### config.mk
export PLATFORM = sky130hd
export DESIGN_NAME = uop_field_exec
export DESIGN_NICKNAME = d
export VERILOG_FILES = /design/src/rtl/uop_exec_pkg.sv /design/src/rtl/uop_field_dec.sv /design/src/rtl/uop_ctrl.sv /design/src/rtl/uop_datapath.sv /design/src/rtl/uop_field_exec.sv
export SDC_FILE = /design/constraint.sdc
export NUM_CORES = 1
export LEC_CHECK = 0
export ABC_AREA = 1
export BUFFER_PORTS_ARGS = -buffer_cell sky130_fd_sc_hd__buf_2
export CORE_MARGIN = 2
export CORE_UTILIZATION = 38
export CTS_BUF_LIST = sky130_fd_sc_hd__clkbuf_16
export DETAILED_ROUTE_END_ITERATION = 8
export PLACE_DENSITY = 0.58
export SLEW_MARGIN = 20
export SYNTH_ARGS = -nofsm -noshare
export SYNTH_HDL_FRONTEND = slang
export SYNTH_HIERARCHICAL = 1
export SYNTH_SLANG_ARGS = --single-unit
### constraint.sdc
create_clock -name clk -period 3.85 [get_ports clk]
set_clock_uncertainty 0.2 [all_clocks]
set_input_delay 0.5775 -clock clk [delete_from_list [all_inputs] [get_ports clk]]
set_output_delay 0.5775 -clock clk [all_outputs]
set_load 0.02 [all_outputs]
### src/rtl/uop_exec_pkg.sv
package uop_exec_pkg;
  localparam int FIELD_W = 3;

  // Field A strobe indices
  localparam int A_ADD  = 1;
  localparam int A_CLR  = 2;
  localparam int A_INC  = 3;
  localparam int A_LDDR = 4;
  localparam int A_ARDR = 5;
  localparam int A_ARPC = 6;
  localparam int A_WR   = 7;

  // Field B strobe indices
  localparam int B_SUB  = 1;
  localparam int B_OR   = 2;
  localparam int B_AND  = 3;
  localparam int B_RD   = 4;
  localparam int B_ACC  = 5;
  localparam int B_INC  = 6;
  localparam int B_PC   = 7;

  // Field C strobe indices (code 7 is reserved and produces no strobe)
  localparam int C_XOR   = 1;
  localparam int C_NOT   = 2;
  localparam int C_SHL   = 3;
  localparam int C_SHR   = 4;
  localparam int C_PCINC = 5;
  localparam int C_PCAR  = 6;
  localparam int C_LAST  = 6;

  typedef struct packed {
    logic [7:1]      a;
    logic [7:1]      b;
    logic [C_LAST:1] c;
  } uop_strobe_t;
endpackage

### src/rtl/uop_field_dec.sv
module uop_field_dec
  import uop_exec_pkg::*;
#(
  parameter int HI = 7
) (
  input  logic               en,
  input  logic [FIELD_W-1:0] code,
  output logic [HI:1]        hot
);
  for (genvar i = 1; i <= HI; i++) begin : g_out
    assign hot[i] = en && (code == FIELD_W'(i));
  end
endmodule

### src/rtl/uop_ctrl.sv
module uop_ctrl
  import uop_exec_pkg::*;
(
  input  logic               uopValid,
  input  logic [FIELD_W-1:0] fieldA,
  input  logic [FIELD_W-1:0] fieldB,
  input  logic [FIELD_W-1:0] fieldC,
  output uop_strobe_t        stb
);
  logic [7:1]      hotA;
  logic [7:1]      hotB;
  logic [C_LAST:1] hotC;

  uop_field_dec #(.HI(7))      decA (.en(uopValid), .code(fieldA), .hot(hotA));
  uop_field_dec #(.HI(7))      decB (.en(uopValid), .code(fieldB), .hot(hotB));
  uop_field_dec #(.HI(C_LAST)) decC (.en(uopValid), .code(fieldC), .hot(hotC));

  assign stb.a = hotA;
  assign stb.b = hotB;
  assign stb.c = hotC;
endmodule

### src/rtl/uop_datapath.sv
module uop_datapath
  import uop_exec_pkg::*;
#(
  parameter int DATA_W = 16,
  parameter int ADDR_W = 11
) (
  input  logic              clk,
  input  logic              rstN,
  input  uop_strobe_t       stb,
  input  logic [DATA_W-1:0] memRdData,
  output logic              memWrEn,
  output logic              memRdEn,
  output logic [DATA_W-1:0] acc,
  output logic [DATA_W-1:0] dr,
  output logic [ADDR_W-1:0] ar,
  output logic [ADDR_W-1:0] pc
);
  localparam int HIGH_W = DATA_W - ADDR_W;

  logic [DATA_W-1:0] accNext;
  logic [DATA_W-1:0] drNext;
  logic [ADDR_W-1:0] arNext;
  logic [ADDR_W-1:0] pcNext;

  // Later fields overwrite earlier ones, giving C over B over A
  always_comb begin
    accNext = acc;
    if (stb.a[A_ADD])       accNext = acc + dr;
    else if (stb.a[A_CLR])  accNext = '0;
    else if (stb.a[A_INC])  accNext = acc + 1'b1;
    else if (stb.a[A_LDDR]) accNext = dr;

    if (stb.b[B_SUB])       accNext = acc - dr;
    else if (stb.b[B_OR])   accNext = acc | dr;
    else if (stb.b[B_AND])  accNext = acc & dr;

    if (stb.c[C_XOR])       accNext = acc ^ dr;
    else if (stb.c[C_NOT])  accNext = ~acc;
    else if (stb.c[C_SHL])  accNext = {acc[DATA_W-2:0], 1'b0};
    else if (stb.c[C_SHR])  accNext = {1'b0, acc[DATA_W-1:1]};
  end

  always_comb begin
    drNext = dr;
    if (stb.b[B_RD])        drNext = memRdData;
    else if (stb.b[B_ACC])  drNext = acc;
    else if (stb.b[B_INC])  drNext = dr + 1'b1;
    else if (stb.b[B_PC])   drNext = {dr[DATA_W-1 -: HIGH_W], pc};
  end

  always_comb begin
    arNext = ar;
    if (stb.a[A_ARDR])      arNext = dr[ADDR_W-1:0];
    else if (stb.a[A_ARPC]) arNext = pc;
  end

  always_comb begin
    pcNext = pc;
    if (stb.c[C_PCINC])     pcNext = pc + 1'b1;
    else if (stb.c[C_PCAR]) pcNext = ar;
  end

  always_ff @(posedge clk or negedge rstN) begin
    if (!rstN) begin
      acc <= '0;
      dr  <= '0;
      ar  <= '0;
      pc  <= '0;
    end else begin
      acc <= accNext;
      dr  <= drNext;
      ar  <= arNext;
      pc  <= pcNext;
    end
  end

  assign memWrEn = stb.a[A_WR];
  assign memRdEn = stb.b[B_RD];
endmodule

### src/rtl/uop_field_exec.sv
module uop_field_exec
  import uop_exec_pkg::*;
#(
  parameter int DATA_W = 16,
  parameter int ADDR_W = 11
) (
  input  logic               clk,
  input  logic               rstN,
  input  logic               uopValid,
  input  logic [FIELD_W-1:0] fieldA,
  input  logic [FIELD_W-1:0] fieldB,
  input  logic [FIELD_W-1:0] fieldC,
  input  logic [DATA_W-1:0]  memRdData,
  output logic [ADDR_W-1:0]  memAddr,
  output logic [DATA_W-1:0]  memWrData,
  output logic               memWrEn,
  output logic               memRdEn,
  output logic [DATA_W-1:0]  accOut,
  output logic [DATA_W-1:0]  dataOut,
  output logic [ADDR_W-1:0]  addrOut,
  output logic [ADDR_W-1:0]  pcOut,
  output logic               dataSign,
  output logic               accSign,
  output logic               accZero
);
  uop_strobe_t stb;

  uop_ctrl ctrlI (
    .uopValid(uopValid), .fieldA(fieldA), .fieldB(fieldB), .fieldC(fieldC), .stb(stb)
  );

  uop_datapath #(.DATA_W(DATA_W), .ADDR_W(ADDR_W)) dpI (
    .clk(clk), .rstN(rstN), .stb(stb), .memRdData(memRdData),
    .memWrEn(memWrEn), .memRdEn(memRdEn),
    .acc(accOut), .dr(dataOut), .ar(addrOut), .pc(pcOut)
  );

  assign memAddr   = addrOut;
  assign memWrData = dataOut;
  assign dataSign  = dataOut[DATA_W-1];
  assign accSign   = accOut[DATA_W-1];
  assign accZero   = (accOut == '0);
endmodule

Word level (Yosys, flattened, before mapping) --
Index checks and enable logic that the tools add are counted.
Word-level totals: register bits after elaboration 54, bits in latches 0, bits in writable memories 0, ROM bits 0, bits of input ports 28, output and inout port bits 86, word-level logic and storage cells 79, memories kept 0
Operators by class: $add $sub $neg 5, multipliers 0, divide/modulo/power cells 0, order comparisons 0, eq/ne operators 20, shifts and indexed selects 0, muxes and demuxes 19, bitwise operators 4, reduce and logical (&&, ||, !) cells 26
Operator list (count):
- 2-to-1 mux 16 bit | 14
- 2-to-1 mux 11 bit | 5
- equality test 3 bit (second input constant) | 11
- adder 16 x 1 -> 16 bit (second input constant) | 2
- logical AND 1 bit | 20
- equality test 3 x 2 -> 1 bit (second input constant) | 6
- adder 16 bit | 1
- AND 16 bit | 1
- zero test 16 bit | 1
- NOT 16 bit | 1
- OR 16 bit | 1
- subtractor 16 bit | 1
- bitwise XOR 16 bit | 1
- adder 11 x 1 -> 11 bit (second input constant) | 1
- nonzero test 11 bit | 1
- equality test 3 x 1 -> 1 bit (second input constant) | 3
- nonzero test 2 bit | 2
- nonzero test 4 bit | 1
- nonzero test 3 bit | 1

Logic depth before layout (Yosys ltp) --
Gate-level depths: netlist of the first run.
depth in word-level cells 13, gate-level depth with buffers 21, gate-level depth less buffers 21

By module --
Netlist of the first run, hierarchy kept.
Modules (own cells, without submodules):
- uop_datapath | times used 1, cells an instance 995, area each 6267.3 um2, seq. area each 1351.3 um2
- uop_field_exec | times used 1, cells an instance 56, area each 321.6 um2, seq. area each 0.0 um2
- uop_field_dec (ctrlI.decA ...) | times used 2, cells an instance 16, area each 60.1 um2, seq. area each 0.0 um2
- uop_field_dec (ctrlI.decC) | times used 1, cells an instance 15, area each 56.3 um2, seq. area each 0.0 um2

Least setup slack after synthesis of the first run --
No wires, ideal clock.
path type reg-to-reg, start reg dpI.acc[0], end reg dpI.acc[10], setup time 0.117 ns, arrival time 2.268 ns, data required time 3.533 ns, slack 1.265 ns, stages on the path, launching flop included 21, period minus slack after synthesis 2.585 ns, cell sequence dfrtp_1 inv_2 ha_1 inv_1 fa_1 nand3_1 nand2_1 a21oi_2 inv_2 nand2_1 nand2_1 nand2_1 nand3_1 nand3_1 nand2_1 inv_1 nand2_1 nand2_1 nand2_1 nand2_1 nand2_1
Between the ends: word-level cells in the longest chain between the ends 11, elaborated cells on any way between the ends 13
RTL lines:
- start, declared | line uop_datapath.sv:13 | output logic [DATA_W-1:0] acc,
- start signal, assigned | line uop_datapath.sv:70 | acc <= accNext;
- adder 16 x 1 -> 16 bit | line uop_datapath.sv:30 | else if (stb.a[A_INC]) accNext = acc + 1'b1;
- 2-to-1 mux 16 bit | line uop_datapath.sv:30
- 2-to-1 mux 16 bit | line uop_datapath.sv:29 | else if (stb.a[A_CLR]) accNext = '0;
- 2-to-1 mux 16 bit | line uop_datapath.sv:28 | if (stb.a[A_ADD]) accNext = acc + dr;
- 2-to-1 mux 16 bit | line uop_datapath.sv:35 | else if (stb.b[B_AND]) accNext = acc & dr;
- 2-to-1 mux 16 bit | line uop_datapath.sv:34 | else if (stb.b[B_OR]) accNext = acc | dr;
- 2-to-1 mux 16 bit (*) | line uop_datapath.sv:33 | if (stb.b[B_SUB]) accNext = acc - dr;
- 2-to-1 mux 16 bit (*) | line uop_datapath.sv:40 | else if (stb.c[C_SHR]) accNext = {1'b0, acc[DATA_W-1:1]};
- 2-to-1 mux 16 bit (*) | line uop_datapath.sv:39 | else if (stb.c[C_SHL]) accNext = {acc[DATA_W-2:0], 1'b0};
- 2-to-1 mux 16 bit (*) | line uop_datapath.sv:38 | else if (stb.c[C_NOT]) accNext = ~acc;
- 2-to-1 mux 16 bit (*) | line uop_datapath.sv:37 | if (stb.c[C_XOR]) accNext = acc ^ dr;
Every way passes the cells marked *; elsewhere a longest branch is shown, timed or not. A chain may end at the register's enable or synchronous reset.

Final worst setup path of the first run --
start reg dpI.acc[12], end reg dpI.acc[15]
The elaborated chain is that of the path after synthesis.

==> results of run 1 <==
## registers in the layout, summed over array words and instances (netlist names)
register	cells
dpI/acc	16
dpI/ar	11
dpI/dr	16
dpI/pc	11
## routing by layer
metal | vias to the layer above | routed length (um) | global-route usage
li1 | 3751 | - | -
met1 | 3515 | 11900 | 0.391
met2 | 318 | 11500 | 0.423
met3 | 54 | 1780 | 0.0350
met4 | 0 | 832 | 0.0951
met5 | - | 0 | 0
## worst max-delay path: cells and delay by family (launching register included)
family	cells	cell delay [ns]
AO/OA/AOI/OAI	3	0.67
buffers and inverters	2	0.42
flip-flops	1	0.56
AND/OR/NAND/NOR	9	0.64
adder cells (fa/ha/maj)	1	0.50
## cells in the mapped netlist (all sizes together)
master	instances
clkbuf	28
a31o	1
a31oi	12
nand4	7
or2	3
a211oi	4
xor2	24
nand3	69
o311ai	2
a221oi	7
xnor2	1
nor2	91
o221ai	10
inv	126
and2	3
ha	51
nand3b	1
o21ai	89
a22oi	1
dfrtp	54
buf	45
nand2	289
nor4	3
a21o	2
o211ai	26
a21oi	114
nor3	13
fa	1
o22ai	15
clkinv	6
## cell usage in the layout, fill, tap and decap left out, drive strengths merged
cell and count:
clkinv 6, a21o 2, and2 3, a31oi 12
inv 126, nor3 13, dfrtp 54, nor4 3
o22ai 15, nor2 91, or2 3, buf 136
o311ai 2, nand2 289, fa 1, o211ai 26
a21oi 114, clkbuf 5, nand4 7, nand3b 1
a31o 1, ha 51, clkinvlp 2, xnor2 1
a22oi 1, nand3 69, o221ai 10, a221oi 7
a211oi 4, o21ai 89, xor2 24
## power breakdown
group	leakage, nW	internal (W)	switching, W
Clock	0.0619	0.000239	0.000246
Sequential	0.646	0.000749	0.000372
Combinational	3.08	0.00107	0.00230
Total	3.79	0.00206	0.00292
## worst paths after layout
kind | end | slack (ns) | depth (start not counted)
worst max-delay path | dpI/acc[15] | 0.75 | 15
worst min-delay path | dpI/acc[12] | 0.07 | 1
worst max register to register | dpI/acc[15] | 0.75 | 15
worst min register to register | dpI/pc[2] | 0.34 | 2
max in group asynchronous | dpI/ar[0] | 2.71 | 2
min in group clk | dpI/dr[13] | 0.27 | 3
## stage by stage
stage / std cells / cell area, um^2 / hold WS, ns / util / setup WS, ns
6_report: 1393 / 7520 / 0.0667 / 0.434 / 0.753
3_3_place_gp: 1386 / 7380 / 0.326 / 0.425 / 0.798
3_5_place_dp: 1386 / 7380 / 0.333 / 0.425 / 0.790
4_1_cts: 1393 / 7520 / 0.270 / 0.433 / 0.813
5_1_grt: 1393 / 7520 / 0.113 / 0.434 / 0.460
2_1_floorplan: 1098 / 6770 / 0.0819 / - / 1.26
## cell type report
cell class	count	area (um^2)	share of cell area
inverter	132	495	0.0658
timing repair buffer	136	741	0.0984
multi-input combinational	839	4520	0.600
sequential	54	1350	0.180
clock buffer	5	125	0.0166
clock inverter	2	15.0	0.00200
tap	225	282	0.0374
## kinds of logic (layout without fill, tap and decap cells)
family / Yosys count / in the layout / share of synthesized area
buffers and inverters: 205 / 275 / 0.134
AO/OA/AOI/OAI: 283 / 283 / 0.239
adder cells (fa/ha/maj): 52 / 52 / 0.0973
flip-flops: 54 / 54 / 0.200
XOR/XNOR: 25 / 25 / 0.0324
AND/OR/NAND/NOR: 479 / 479 / 0.298
==> metrics.md, run 1 <==
| Metric | Value |
|---|---|
| Status | finished clean |
| Number of global-route vias before repair | 6978 |
| CP max stage delay | 0.56 ns |
| Via count | 7638 |
| # diodes | 0 |
| WS Path Type | reg2reg |
| Final setup viols | 0 |
| Post-synthesis cell type count | 45 |
| Final hold violation count | 0 |
| CTS tree | done |
| Worst EP required | 3.85 ns |
| Avg WL per Cell | 18.7 um |
| Fill cells | 1871 |
| Worst Setup SP | dpI/acc[12] |
| Maximum VDD drop | 0.315 mV |
| Hold crit path type | in2async |
| CP Max Fanout | 9 |
| Share of layout cells above drive strength 1 | 0.157 |
| Vias per cell | 5.48 |
| Starting Density | 0.390 |
| Width of the die | 137 um |
| Tot Pwr | 0.00497 W |
| Reg clk slew, reported paths | 0.09 ns |
| Detail Placement HPWL | 19.9 mm |
| # DRC | 0 |
| Pin count of the biggest net entering global routing | 41 |
| Grt total ovfl | 0 |
| GPL Wtd Cong | 0.937 |
| Setup TNS | 0 ns |
| Critical Path Source Type | flop |
| Crit path time final | 3.10 ns |
| Synth Net Count | 1178 |
| Leakage power | 3.79 nW |
| Critical-path top delay cell | dfrtp_1 |
| Avg Cell Area, Syn | 6.16 um^2 |
| Routed WL | 26.0 mm |
| Die H | 137 um |
| RSZ-0062 raised after global routing | no |
| GR Util All Layers | 0.274 |
| Area delta synth->final | 11.2% |
| Critical R2R Launch | dpI/acc[12] |
| CTS buffer count | 5 |
| Tcrit/Tclk final | 0.804 |
| Die area | 18900 um^2 |
| Achievable Freq | 323 MHz |
| PwrDens | 661 nW/um^2 |
| Antenna Nets Post-Route | 0 |
| Core Footprint | 17400 um^2 |
| Nets | 1248 |
| Worst EP arrival | 3.10 ns |
| # resized after CTS | 0 |
| Slew HR | 0.530 |
| FP Rows | 48 |
| Global-route wire length before repair | 39.6 mm |
| Number of port buffers | 113 |
| CTS Hold Bufs | 0 |
| Ys Warns | 6 |
| Antenna violations before repair | 0 |
| Maximum buffer depth of the clock tree | 2 |
| Clock root buffer | clkbuf_16 |
| Most frequent cell on the critical path | nand2_1 |
| Yosys top cell by area | dfrtp_1 |
| Share of the synthesized area in the top cell type | 0.200 |
| CTS Sinks | 54 |
| Sequential element share of the synthesized area | 0.200 |
| Worst-Skew Late Latency | 0.32 ns |
| Max cap viols | 0 |
| CP endpoint kind | flop |
| DR pass1 iterations | 7 |
| Mapped Cells | 1098 |
| H-tree depth | 2 |
| Worst Max-Slew Pin Slew | 0.700 ns |
| Netlist Area Pre-Place | 6770 um^2 |
| Synth Register Bits | 54 |
| Initial DRC count | 704 |
| Cells along the critical path | inv_1, ha_1, inv_1, a21oi_1, o21ai_1, a21oi_1, nand2_1, nand2_1, nand3_1, nand3_1, nand2_1, nand2_1, nand2_1, nand2_1, nand2_1 |
| Top post-synthesis cells by area | dfrtp_1 20%, nand2_1 16%, ha_1 9.4%, a21oi_1 8.4%, inv_1 5.9% |
| Postcts setup bufs | 0 |
| Max-slew violations | 0 |
| # IOs | 114 |
(Power assumes the default switching activity.)
==> run 2: changes to the inputs <==
PLACE_DENSITY = 0.6   (was 0.58)
clock period = 2.6 ns   (was 3.85 ns; I/O delays follow)
==> run 2 against run 1 <==
Net effect:
- cell count is 6.5% higher
- routed wire length is 4.7% higher
- die area stayed put
- sequential power is 22% higher
- critical path type unchanged
- maximum frequency is 23% higher
- worst hold slack worse by 0.034 ns
- setup slack worse by 0.66 ns
- clock power is 53% higher
- combinational power is 91% higher
- total power is 72% higher
- global-route usage is 0.92 points higher
- utilization is 5.5 points higher
==> metrics.md, run 2 (synthesis results as in run 1) <==
| Metric | Value |
|---|---|
| Status | finished clean (unchanged) |
| Fill cells | 1848 (was 1871) |
| Width of the die | 137 um (unchanged) |
| PnR worst setup slack | 0.0886 ns (was 0.753 ns) |
| Worst-Skew Late Latency | 0.32 ns (about the same) |
| Area delta synth->final | 25.4% (was 11.2%) |
| # IOs | 114 (unchanged) |
| Avg WL per Cell | 18.3 um (was 18.7 um) |
| Crit path time final | 2.51 ns (was 3.10 ns) |
| Tot Pwr | 0.00854 W (was 0.00497 W) |
| Critical Path Source Type | flop (unchanged) |
| Worst EP arrival | 2.53 ns (was 3.10 ns) |
| Leakage power | 4.26 nW (was 3.79 nW) |
| CP delay by family, top | simple AND/OR/NAND/NOR gates (was compound AO/OA/AOI/OAI gates) |
| Reg clk slew, reported paths | 0.09 ns (about the same) |
| R2R Path End | dpI/acc[13] (was dpI/acc[15]) |
| Cells along the critical path | inv_2, ha_2, inv_2, nand2_1, nor2_2, nand4_1, nand2_1, nand2_1, nand2_1, nand2_1, nand3_1, nand2_1, inv_1, nand2_1, nand2_1, nand2_1, nand2_1, nand2_1 (was inv_1, ha_1, inv_1, a21oi_1, o21ai_1, a21oi_1, nand2_1, nand2_1, nand3_1, nand3_1, nand2_1, nand2_1, nand2_1, nand2_1, nand2_1) |
| Antenna violations before repair | 0 (unchanged) |
| Core Footprint | 17400 um^2 (unchanged) |
| Die H | 137 um (unchanged) |
| Worst Max-Slew Pin Slew | 0.817 ns (was 0.700 ns) |
| CP Max Fanout | 8 (was 9) |
| Final hold violation count | 0 (unchanged) |
| Achievable Freq | 398 MHz (was 323 MHz) |
| Detail Placement HPWL | 21.3 mm (was 19.9 mm) |
| H-tree depth | 2 (unchanged) |
| GR Util All Layers | 0.283 (was 0.274) |
| RSZ-0062 raised after global routing | yes (was no) |
| CTS tree | done (unchanged) |
| Via count | 8096 (was 7638) |
| Max-slew violations | 0 (unchanged) |
| Slew HR | 0.455 (was 0.530) |
| Antenna Nets Post-Route | 0 (unchanged) |
| CTS buffer count | 5 (unchanged) |
| Initial DRC count | 827 (was 704) |
| Starting Density | 0.390 (unchanged) |
| GPL Wtd Cong | 0.929 (was 0.937) |
| Critical R2R Launch | dpI/dr[10] (was dpI/acc[12]) |
| Setup TNS | 0 ns (unchanged) |
| # diodes | 0 (unchanged) |
| Final hold slack | 0.0325 ns (was 0.0667 ns) |
| CTS Sinks | 54 (unchanged) |
| Hold crit path type | in2async (unchanged) |
| Final setup viols | 0 (unchanged) |
| Max cap viols | 0 (unchanged) |
| Maximum VDD drop | 0.544 mV (was 0.315 mV) |
| Critical-path top delay cell | dfrtp_1 (unchanged) |
| Die area | 18900 um^2 (unchanged) |
| Most frequent cells in the layout | 280 x nand2_1, 113 x buf_2, 109 x buf_4, 103 x inv_1, 100 x a21oi_1 (was 288 x nand2_1, 113 x a21oi_1, 112 x buf_2, 107 x inv_1, 86 x nor2_1) |
| Global-route wire length before repair | 41.0 mm (was 39.6 mm) |
| PwrDens | 1010 nW/um^2 (was 661 nW/um^2) |
| Nets | 1338 (was 1248) |
| Reg2Reg Setup Slack | 0.09 ns (was 0.75 ns) |
| Maximum buffer depth of the clock tree | 2 (unchanged) |
| FP Rows | 48 (unchanged) |
| Grt total ovfl | 0 (unchanged) |
| Number of global-route vias before repair | 7475 (was 6978) |
| Worst EP required | 2.62 ns (was 3.85 ns) |
| WS Path Type | reg2reg (unchanged) |
| CP max stage delay | 0.41 ns (was 0.56 ns) |
| Top flop regs | dpI/acc: 16 flops, dpI/dr: 16 flops (unchanged) |
| Tcrit/Tclk final | 0.966 (was 0.804) |
| Commonest non-fill, non-tap cell in the layout | nand2_1 (unchanged) |
| Worst r2r path cells | 18 (was 15) |
| Buf+Inv Stages, Crit Path | 3 (was 2) |
| Placed Cells | 1465 (was 1386) |
| Vias per cell | 5.46 (was 5.48) |
| Setup WS pre-CTS | 0.0343 ns (was 0.790 ns) |
| Number of port buffers | 113 (unchanged) |
| # DRC | 0 (unchanged) |
| Clock root buffer | clkbuf_16 (unchanged) |
| Share of layout cells above drive strength 1 | 0.252 (was 0.157) |
| DR pass1 iterations | 5 (was 7) |
| Pin count of the biggest net entering global routing | 55 (was 41) |
| Most frequent cell on the critical path | nand2_1 (unchanged) |
| CP endpoint kind | flop (unchanged) |
| Routed WL | 27.2 mm (was 26.0 mm) |
| Post-route insts no fill | 1484 (was 1393) |
run 2: stage by stage:
| step | cell area, um^2 | util |
|---|---|---|
| after detailed placement | 8000 | 0.461 |
| after floorplan | 6770 | - |
| final | 8480 | 0.489 |
| after global routing | 8480 | 0.489 |
| after CTS | 8150 | 0.469 |
| after global placement | 8000 | 0.461 |
run 2: power breakdown:
group          total, W  internal [W]  switching [W]  leakage, nW
combinational   0.00642       0.00238        0.00405         3.55
clock          0.000743      0.000361       0.000383       0.0679
sequential      0.00137       0.00112       0.000259        0.645
run 2: worst reg2reg max path, cell delays in order (launching register included):
cell and delay, ns:
dfrtp_1 0.41, inv_2 0.11, ha_2 0.34, inv_2 0.10, nand2_1 0.09, nor2_2 0.17, nand4_1 0.12, nand2_1 0.18
nand2_1 0.11, nand2_1 0.07, nand2_1 0.04, nand3_1 0.06, nand2_1 0.05, inv_1 0.07, nand2_1 0.05, nand2_1 0.06
nand2_1 0.05, nand2_1 0.06, nand2_1 0.05
run 2: layout make-up:
class	instances	area, um^2	share of cell area
Multi-Input combinational cell	839	4760	0.561
Timing Repair Buffer	226	1450	0.171
Sequential cell	54	1350	0.159
Inverter	132	500	0.0590
Tap cell	225	282	0.0332
Clock buffer	5	125	0.0148
Clock inverter	3	20.0	0.00236
run 2: worst max path at each step:
stage / from / endpoint / slack, ns / depth (start not counted)
5_1_grt: dpI/acc[14] / dpI/acc[15] / -0.02 / 15
2_1_floorplan: dpI/acc[0] / dpI/acc[10] / 0.01 / 20
3_3_place_gp: dpI/acc[0] / dpI/acc[8] / 0.05 / 16
4_1_cts: dpI/acc[0] / dpI/acc[8] / 0.01 / 16
3_5_place_dp: dpI/acc[0] / dpI/acc[8] / 0.03 / 16
6_report: dpI/dr[10] / dpI/acc[13] / 0.09 / 18
run 2: per-layer routing:
layer | wire (um) | GRT usage
met1 | 11900 | 0.383
met3 | 1870 | 0.0486
met4 | 1020 | 0.124
met5 | 0 | 0
met2 | 12400 | 0.441
run 2: timing repair:
item / CTS / global route
resized for setup: 0 / 61
setup buffers: 0 / 11
endpoints found under the setup margin: 0 / 16
hold buffers: 0 / 0
